[src/rtl/srq_pkg.sv]
package srq_pkg;
  typedef enum logic [1:0] {
    KIND_BRANCH = 2'd0,
    KIND_STORE  = 2'd1,
    KIND_REGOP  = 2'd2
  } kind_e;

  typedef struct packed {
    logic  done;
    logic  mispred;
    logic  fault;
    kind_e kind;
  } ent_stat_t;
endpackage

[src/rtl/srq_ptrs.sv]
module srq_ptrs #(
  parameter int DEPTH = 8,
  localparam int IDX_W = $clog2(DEPTH)
) (
  input  logic             clk,
  input  logic             rst_n,
  input  logic             alloc_go,
  input  logic             retire_go,
  input  logic             kill,
  output logic [IDX_W-1:0] head_idx,
  output logic [IDX_W-1:0] tail_idx,
  output logic             full,
  output logic [DEPTH-1:0] live_mask
);
  localparam logic [IDX_W:0] ONE      = (IDX_W+1)'(1);
  localparam logic [IDX_W:0] FULL_CNT = (IDX_W+1)'(DEPTH);

  logic [IDX_W:0] head_q, head_d, tail_q, tail_d, count;
  logic           ptr_en;

  assign count    = tail_q - head_q;
  assign full     = (count == FULL_CNT);
  assign head_idx = head_q[IDX_W-1:0];
  assign tail_idx = tail_q[IDX_W-1:0];
  assign ptr_en   = kill | alloc_go | retire_go;

  always_comb begin
    head_d = head_q;
    tail_d = tail_q;
    if (kill) begin
      tail_d = head_q;
    end else begin
      if (alloc_go)  tail_d = tail_q + ONE;
      if (retire_go) head_d = head_q + ONE;
    end
  end

  always_ff @(posedge clk or negedge rst_n) begin
    if (!rst_n) begin
      head_q <= '0;
      tail_q <= '0;
    end else if (ptr_en) begin
      head_q <= head_d;
      tail_q <= tail_d;
    end
  end

  for (genvar i = 0; i < DEPTH; i++) begin : g_live
    logic [IDX_W-1:0] ofs;
    assign ofs          = IDX_W'(i) - head_idx;
    assign live_mask[i] = ({1'b0, ofs} < count);
  end


  occupancy_bound_chk: assert property (@(posedge clk) disable iff (!rst_n)
    count <= FULL_CNT);

  kill_empties_chk: assert property (@(posedge clk) disable iff (!rst_n)
    kill |=> (count == '0));

  kill_holds_head_chk: assert property (@(posedge clk) disable iff (!rst_n)
    kill |=> $stable(head_q));
endmodule

[src/rtl/srq_store.sv]
module srq_store
  import srq_pkg::*;
#(
  parameter int DEPTH  = 8,
  parameter int DATA_W = 32,
  parameter int DEST_W = 16,
  localparam int IDX_W = $clog2(DEPTH)
) (
  input  logic                           clk,
  input  logic                           rst_n,
  input  logic                           alloc_go,
  input  logic [IDX_W-1:0]               alloc_idx,
  input  kind_e                          alloc_kind,
  input  logic [DEST_W-1:0]              alloc_dest,
  input  logic                           wb_go,
  input  logic [IDX_W-1:0]               wb_idx,
  input  logic [DATA_W-1:0]              wb_value,
  input  logic                           wb_mis,
  input  logic                           wb_flt,
  output ent_stat_t [DEPTH-1:0]          stat_q,
  output logic [DEPTH-1:0][DEST_W-1:0]   dest_q,
  output logic [DEPTH-1:0][DATA_W-1:0]   value_q
);
  ent_stat_t [DEPTH-1:0] stat_d;
  logic                  stat_en;

  assign stat_en = alloc_go | wb_go;

  always_comb begin
    stat_d = stat_q;
    if (alloc_go) begin
      stat_d[alloc_idx].done    = 1'b0;
      stat_d[alloc_idx].mispred = 1'b0;
      stat_d[alloc_idx].fault   = 1'b0;
      stat_d[alloc_idx].kind    = alloc_kind;
    end
    if (wb_go) begin
      stat_d[wb_idx].done    = 1'b1;
      stat_d[wb_idx].mispred = wb_mis;
      stat_d[wb_idx].fault   = wb_flt;
    end
  end

  always_ff @(posedge clk or negedge rst_n) begin
    if (!rst_n) begin
      stat_q <= '0;
    end else if (stat_en) begin
      stat_q <= stat_d;
    end
  end

  always_ff @(posedge clk) begin
    if (alloc_go) dest_q[alloc_idx] <= alloc_dest;
    if (wb_go)    value_q[wb_idx]   <= wb_value;
  end


  wb_single_chk: assert property (@(posedge clk) disable iff (!rst_n)
    wb_go |-> !stat_q[wb_idx].done);

  alloc_wb_apart_chk: assert property (@(posedge clk) disable iff (!rst_n)
    (alloc_go && wb_go) |-> (alloc_idx != wb_idx));

  wb_marks_done_chk: assert property (@(posedge clk) disable iff (!rst_n)
    wb_go |=> stat_q[$past(wb_idx)].done);
endmodule

[src/rtl/srq_retire.sv]
module srq_retire
  import srq_pkg::*;
(
  input  logic      clk,
  input  logic      rst_n,
  input  logic      head_live,
  input  ent_stat_t head_stat,
  output logic      retire,
  output logic      reg_we,
  output logic      mem_we,
  output logic      flush,
  output logic      fault,
  output logic      kill
);
  logic clean;

  assign retire = head_live & head_stat.done;
  assign fault  = retire & head_stat.fault;
  assign clean  = retire & ~head_stat.fault;
  assign flush  = clean & (head_stat.kind == KIND_BRANCH) & head_stat.mispred;
  assign reg_we = clean & (head_stat.kind == KIND_REGOP);
  assign mem_we = clean & (head_stat.kind == KIND_STORE);
  assign kill   = flush | fault;


  commit_excl_chk: assert property (@(posedge clk) disable iff (!rst_n)
    $onehot0({reg_we, mem_we, flush, fault}));

  branch_quiet_chk: assert property (@(posedge clk) disable iff (!rst_n)
    (retire && head_stat.kind == KIND_BRANCH) |-> !(reg_we || mem_we));

  fault_next_idle_chk: assert property (@(posedge clk) disable iff (!rst_n)
    fault |=> !retire);
endmodule

[src/rtl/spec_retire_queue.sv]
module spec_retire_queue
  import srq_pkg::*;
#(
  parameter int DEPTH   = 8,
  parameter int DATA_W  = 32,
  parameter int DEST_W  = 16,
  parameter int LOOKUPS = 2,
  localparam int IDX_W  = $clog2(DEPTH)
) (
  input  logic                      clk,
  input  logic                      rst_n,
  input  logic                      iss_valid,
  input  logic [1:0]                iss_kind,
  input  logic [DEST_W-1:0]         iss_dest,
  output logic                      iss_ready,
  output logic [IDX_W-1:0]          iss_tag,
  input  logic                      wb_valid,
  input  logic [IDX_W-1:0]          wb_tag,
  input  logic [DATA_W-1:0]         wb_value,
  input  logic                      wb_mispredict,
  input  logic                      wb_fault,
  input  logic [LOOKUPS*IDX_W-1:0]  look_tag,
  output logic [LOOKUPS-1:0]        look_hit,
  output logic [LOOKUPS*DATA_W-1:0] look_value,
  output logic                      retire,
  output logic [IDX_W-1:0]          cm_tag,
  output logic [DEST_W-1:0]         cm_dest,
  output logic [DATA_W-1:0]         cm_value,
  output logic                      reg_we,
  output logic                      mem_we,
  output logic                      flush,
  output logic                      fault
);
  logic [IDX_W-1:0]             head_idx, tail_idx;
  logic                         full, kill, alloc_go, wb_go;
  logic [DEPTH-1:0]             live_mask;
  ent_stat_t [DEPTH-1:0]        stat_q;
  logic [DEPTH-1:0][DEST_W-1:0] dest_q;
  logic [DEPTH-1:0][DATA_W-1:0] value_q;

  assign iss_ready = ~full & ~kill;
  assign alloc_go  = iss_valid & iss_ready;
  assign iss_tag   = tail_idx;
  assign wb_go     = wb_valid & live_mask[wb_tag] & ~stat_q[wb_tag].done & ~kill;
  assign cm_tag    = head_idx;
  assign cm_dest   = dest_q[head_idx];
  assign cm_value  = value_q[head_idx];

  srq_ptrs #(.DEPTH(DEPTH)) u_ptrs (
    .clk       (clk),
    .rst_n     (rst_n),
    .alloc_go  (alloc_go),
    .retire_go (retire),
    .kill      (kill),
    .head_idx  (head_idx),
    .tail_idx  (tail_idx),
    .full      (full),
    .live_mask (live_mask)
  );

  srq_store #(.DEPTH(DEPTH), .DATA_W(DATA_W), .DEST_W(DEST_W)) u_store (
    .clk        (clk),
    .rst_n      (rst_n),
    .alloc_go   (alloc_go),
    .alloc_idx  (tail_idx),
    .alloc_kind (kind_e'(iss_kind)),
    .alloc_dest (iss_dest),
    .wb_go      (wb_go),
    .wb_idx     (wb_tag),
    .wb_value   (wb_value),
    .wb_mis     (wb_mispredict),
    .wb_flt     (wb_fault),
    .stat_q     (stat_q),
    .dest_q     (dest_q),
    .value_q    (value_q)
  );

  srq_retire u_retire (
    .clk       (clk),
    .rst_n     (rst_n),
    .head_live (live_mask[head_idx]),
    .head_stat (stat_q[head_idx]),
    .retire    (retire),
    .reg_we    (reg_we),
    .mem_we    (mem_we),
    .flush     (flush),
    .fault     (fault),
    .kill      (kill)
  );

  for (genvar p = 0; p < LOOKUPS; p++) begin : g_look
    logic [IDX_W-1:0] t;
    assign t                              = look_tag[p*IDX_W +: IDX_W];
    assign look_hit[p]                    = live_mask[t] & stat_q[t].done;
    assign look_value[p*DATA_W +: DATA_W] = value_q[t];
  end


  flush_rewinds_tag_chk: assert property (@(posedge clk) disable iff (!rst_n)
    flush |=> (iss_tag == $past(cm_tag)));

  full_refuse_chk: assert property (@(posedge clk) disable iff (!rst_n)
    full |-> !iss_ready);

  fault_no_write_chk: assert property (@(posedge clk) disable iff (!rst_n)
    fault |-> !(reg_we || mem_we || flush));
endmodule

[config.mk]
export PLATFORM = sky130hd
export DESIGN_NAME = spec_retire_queue
export DESIGN_NICKNAME = d
export VERILOG_FILES = /design/src/rtl/srq_pkg.sv /design/src/rtl/srq_ptrs.sv /design/src/rtl/srq_store.sv /design/src/rtl/srq_retire.sv /design/src/rtl/spec_retire_queue.sv
export SDC_FILE = /design/constraint.sdc
export NUM_CORES = 1
export LEC_CHECK = 0
export ABC_AREA = 0
export BUFFER_PORTS_ARGS = -buffer_cell sky130_fd_sc_hd__buf_2
export CORE_ASPECT_RATIO = 1.5
export CORE_MARGIN = 4
export CORE_UTILIZATION = 54
export CTS_CLUSTER_DIAMETER = 50
export CTS_CLUSTER_SIZE = 20
export DETAILED_ROUTE_END_ITERATION = 6
export GPL_TIMING_DRIVEN = 0
export MAX_ROUTING_LAYER = met4
export PLACE_DENSITY = 0.8
export REMOVE_ABC_BUFFERS = 1
export SKIP_LAST_GASP = 1
export SLEW_MARGIN = 20
export SYNTH_ARGS = -nofsm -noshare
export SYNTH_HDL_FRONTEND = slang
export SYNTH_SLANG_ARGS = --single-unit
[constraint.sdc]
create_clock -name clk -period 4.5 [get_ports clk]
set_clock_uncertainty 0.1 [all_clocks]
set_input_delay 0.225 -clock clk [delete_from_list [all_inputs] [get_ports clk]]
set_output_delay 0.225 -clock clk [all_outputs]
set_load 0.02 [all_outputs]
==> summary.txt <==
Routing
  – Via-per-instance ratio: 6.46
  – Aggregate routed wire length: 53.9 mm
  – Routed Antenna Nets: 0
  – Remaining design rule violation count: 0
  – Drt first pass iters: 5
  – Number of DRC violations after detailed-routing iteration 0: 1324
  – Avg WL per Cell: 26.9 µm
  – Routed via count: about 13000

Pwr
  – Leakage: 9.04 nW
  – Total power draw: ~16 mW
  – Power per cell area: approximately 620 nW/µm²
  – Worst VDD drop: approximately 0.47 mV

CTS
  – Maximum clock insertion buffer count: 3
  – Number of H-tree branching levels: 2
  – Clk sinks: around 430
  – Root Buffer Master: clkbuf_16
  – Num CTS Buffers: 34
  – TritonCTS clock tree: yes
  – Clock-pin slew on the worst setup and hold paths: 0.08 ns
  – Latest clock arrival within the worst-skew pair: 0.54 ns

Logic synthesis
  – Largest cells by area after synthesis: edfxtp_1 53%, mux4_2 25%, dfrtp_1 5.5%, mux2_2 3.8%, nand2_1 2.9%
  – Synth top area share: 0.531
  – Number of synthesized register bits: around 430
  – Number of distinct library cells after synthesis: 63
  – Share of synthesized registers carrying an async set or reset: 0.111
  – Average instance area after synthesis: 17.5 µm²
  – Sequential fraction of the synthesis area: 0.586
  – Summed instance area of the synthesized netlist: approximately 22000 µm²
  – Cell taking the most area after synthesis: edfxtp_1
  – Number of cells produced by synthesis: 1244
  – Yosys warns: 0
  – Prevailing post-synth register cell: edfxtp_1
  – Post-synth EDFFs: 384

STA
  – Top achievable clock speed: roughly 230 MHz
  – Shortest clock period the worst path allows after layout: 4.35 ns
  – Number of max-slew violations in the final report: 0
  – Least-Margin Pin Slew: just over 0.7 ns
  – Setup-failing EPs final: 0
  – Final hold violations: 0
  – Slack of the critical path: 0.154 ns
  – Worst rel slew slack: 0.522
  – Worst hold-check slack: around 0.043 ns
  – Period utilization: 0.966

Global route
  – Initial antenna violation count: 3
  – Via count of the first global-routing pass: 13700
  – Global routing usage on met3: 0.0338
  – Wire length of the first global-routing pass: 80.9 mm
  – Layer with the highest usage: met2
  – Routing usage on met2: 0.451
  – Met1 usage: 0.307
  – Aggregate global-route resource usage: 0.256
  – Final global-route overflow total: 0
  – Largest net degree at the start of global routing: between 40 and 50

Worst setup path
  – Req. time, crit path: 4.63 ns
  – Endpoint class of the critical path: flip-flop
  – Critical setup path kind: flip-flop to flip-flop
  – Crit path arrival time: about 4.5 ns
  – Setup crit start kind: flip-flop
  – Maximum net fanout on the critical path: 22

Cells and area
  – Area of the multi-input gates: between 8000 and 9000 µm²
  – Fillers: 2690
  – Final Instance Area: approximately 26000 µm²
  – Sequential cell area in the final layout: ~13000 µm²
  – Layout Cells excl Fill: 2004
  – Share of cells above drive strength 1: 0.440
  – Leading cell types in the layout, fill and taps excluded: 384 x edfxtp_1, 237 x mux4_2, 183 x buf_2, 170 x nand2_1, 73 x mux2_2
  – Commonest non-fill, non-tap cell in the layout: edfxtp_1
  – Final Net Count: about 1600
  – Growth of design area from synthesis to finish: 17.5%

Placement
  – Weighted congestion at the end of routability-driven global placement: ~0.86
  – Total half-perimeter wirelength after legalization and detailed placement: 33.7 mm
  – Setup slack at placement: -1.01 ns
  – Cell Count Post-Placement: about 1900
  – Placed instance area: 23600 µm²
  – Input/output buffers: 190

Run status
  – Status: completed

Floorplan
  – Ports placed on the boundary: 191
  – Die outline area: 43600 µm²
  – Effective utilization at floorplan: 0.550
  – Number of rows created at floorplan: 89
  – DIE WIDTH: 172 µm
  – Standard cell core area: around 40000 µm²
  – Die height: about 250 µm

Hold path
  – Class of the worst hold path: input port to flip-flop

Flow run
  – Total of max-cap violations: 0
[worst paths after layout]
path | slack [ns] | endpoint | cells past startpoint | startpoint
setup / recovery | 0.15 | u_store.value_q[163]$_DFFE_PP_ | 14 | u_ptrs.head_q[2]$_DFFE_PN0P_
hold / removal | 0.04 | u_store.stat_q[32]$_DFFE_PN0P_ | 3 | wb_fault
setup reg to reg | 0.15 | u_store.value_q[163]$_DFFE_PP_ | 14 | u_ptrs.head_q[2]$_DFFE_PN0P_
hold reg to reg | 0.42 | u_ptrs.head_q[3]$_DFFE_PN0P_ | 1 | u_ptrs.head_q[3]$_DFFE_PN0P_
max in group asynchronous | 3.67 | u_ptrs.head_q[2]$_DFFE_PN0P_ | 2 | rst_n
min in group asynchronous | 0.15 | u_ptrs.head_q[3]$_DFFE_PN0P_ | 2 | rst_n
[cell families after synthesis]
logic type | Yosys count | share of synthesized area
flip-flops | 432 | 0.586
multiplexers | 342 | 0.300
AO/OA/AOI/OAI | 82 | 0.0246
AND/OR/NAND/NOR | 247 | 0.0520
XOR/XNOR | 13 | 0.00559
adder cells (fa/ha/maj) | 12 | 0.00702
buffers and inverters | 116 | 0.0243
[through the flow]
stage	TNS, ns	util
after global placement	-4826.83	0.578
after global routing	-0.00234	0.646
after CTS	-0.000242	0.644
after detailed placement	-246.08	0.597
after floorplan	-2625.62	-
final	0	0.646
[synth_stat cells, types with 5 or more instances]
library cell,instances
nor2_1,22
ha_1,9
buf_2,16
a211oi_1,5
nand2_1,170
a21oi_1,8
dfrtp_1,48
mux2_4,10
mux4_2,237
mux2i_1,22
nand2b_1,10
clkbuf_1,44
inv_1,19
buf_1,21
nand4_1,5
o21ai_0,37
nor3_1,6
xor2_1,5
mux2_2,73
nor2_2,5
buf_4,8
edfxtp_1,384
nand3_1,7
xnor2_1,7
[report_power, final]
group	leakage, nW	switching, mW	internal [mW]	total [mW]
clock network	0.543	1.49	1.55	3.04
registers	4.07	0.430	5.02	5.45
logic	4.43	4.26	3.22	7.47
[what timing repair did]
item,in CTS,in global routing
cloned,2,1
endpoints found under the setup margin,438,176
setup buffers,7,6
resized for setup,22,4
hold buffers,52,0
pin swaps,4,3
endpoints found under the hold margin,449,0
[cell type report]
| type | instances | share of cell area |
|---|---|---|
| sequential | 432 | 0.499 |
| multi-input combinational | 697 | 0.337 |
| timing repair buffer | 295 | 0.0917 |
| clock buffer | 37 | 0.0347 |
| tap | 500 | 0.0245 |
| clock inverter | 19 | 0.00852 |
| inverter | 21 | 0.00480 |
| antenna | 3 | 0.000294 |
[critical path, cell delays in order (launching register included)]
cell and delay [ns]:
dfrtp_4 0.51, buf_16 0.20, inv_16 0.15, buf_16 0.20
ha_2 0.38, xnor2_4 0.16, buf_12 0.15, a22oi_1 0.22
nor3_1 0.11, o32ai_2 0.42, a221oi_4 0.15, buf_6 0.20
or4b_1 0.71, inv_6 0.14, buf_12 0.20
[routing by layer]
layer | wire length [µm] | vias to the layer above
met3 | 3460 | 142
met5 | 0 | -
met1 | 19200 | 6682
met4 | 1930 | 0
li1 | - | 5546
met2 | 29300 | 572
[sequential cells by signal, summed over array words and instances (netlist names)]
name,cells
u_store.dest_q,128
u_store.value_q,256
u_store.stat_q,40
u_ptrs.tail_q,4
u_ptrs.head_q,4
No activity file was read; power rests on OpenSTA's default activity.
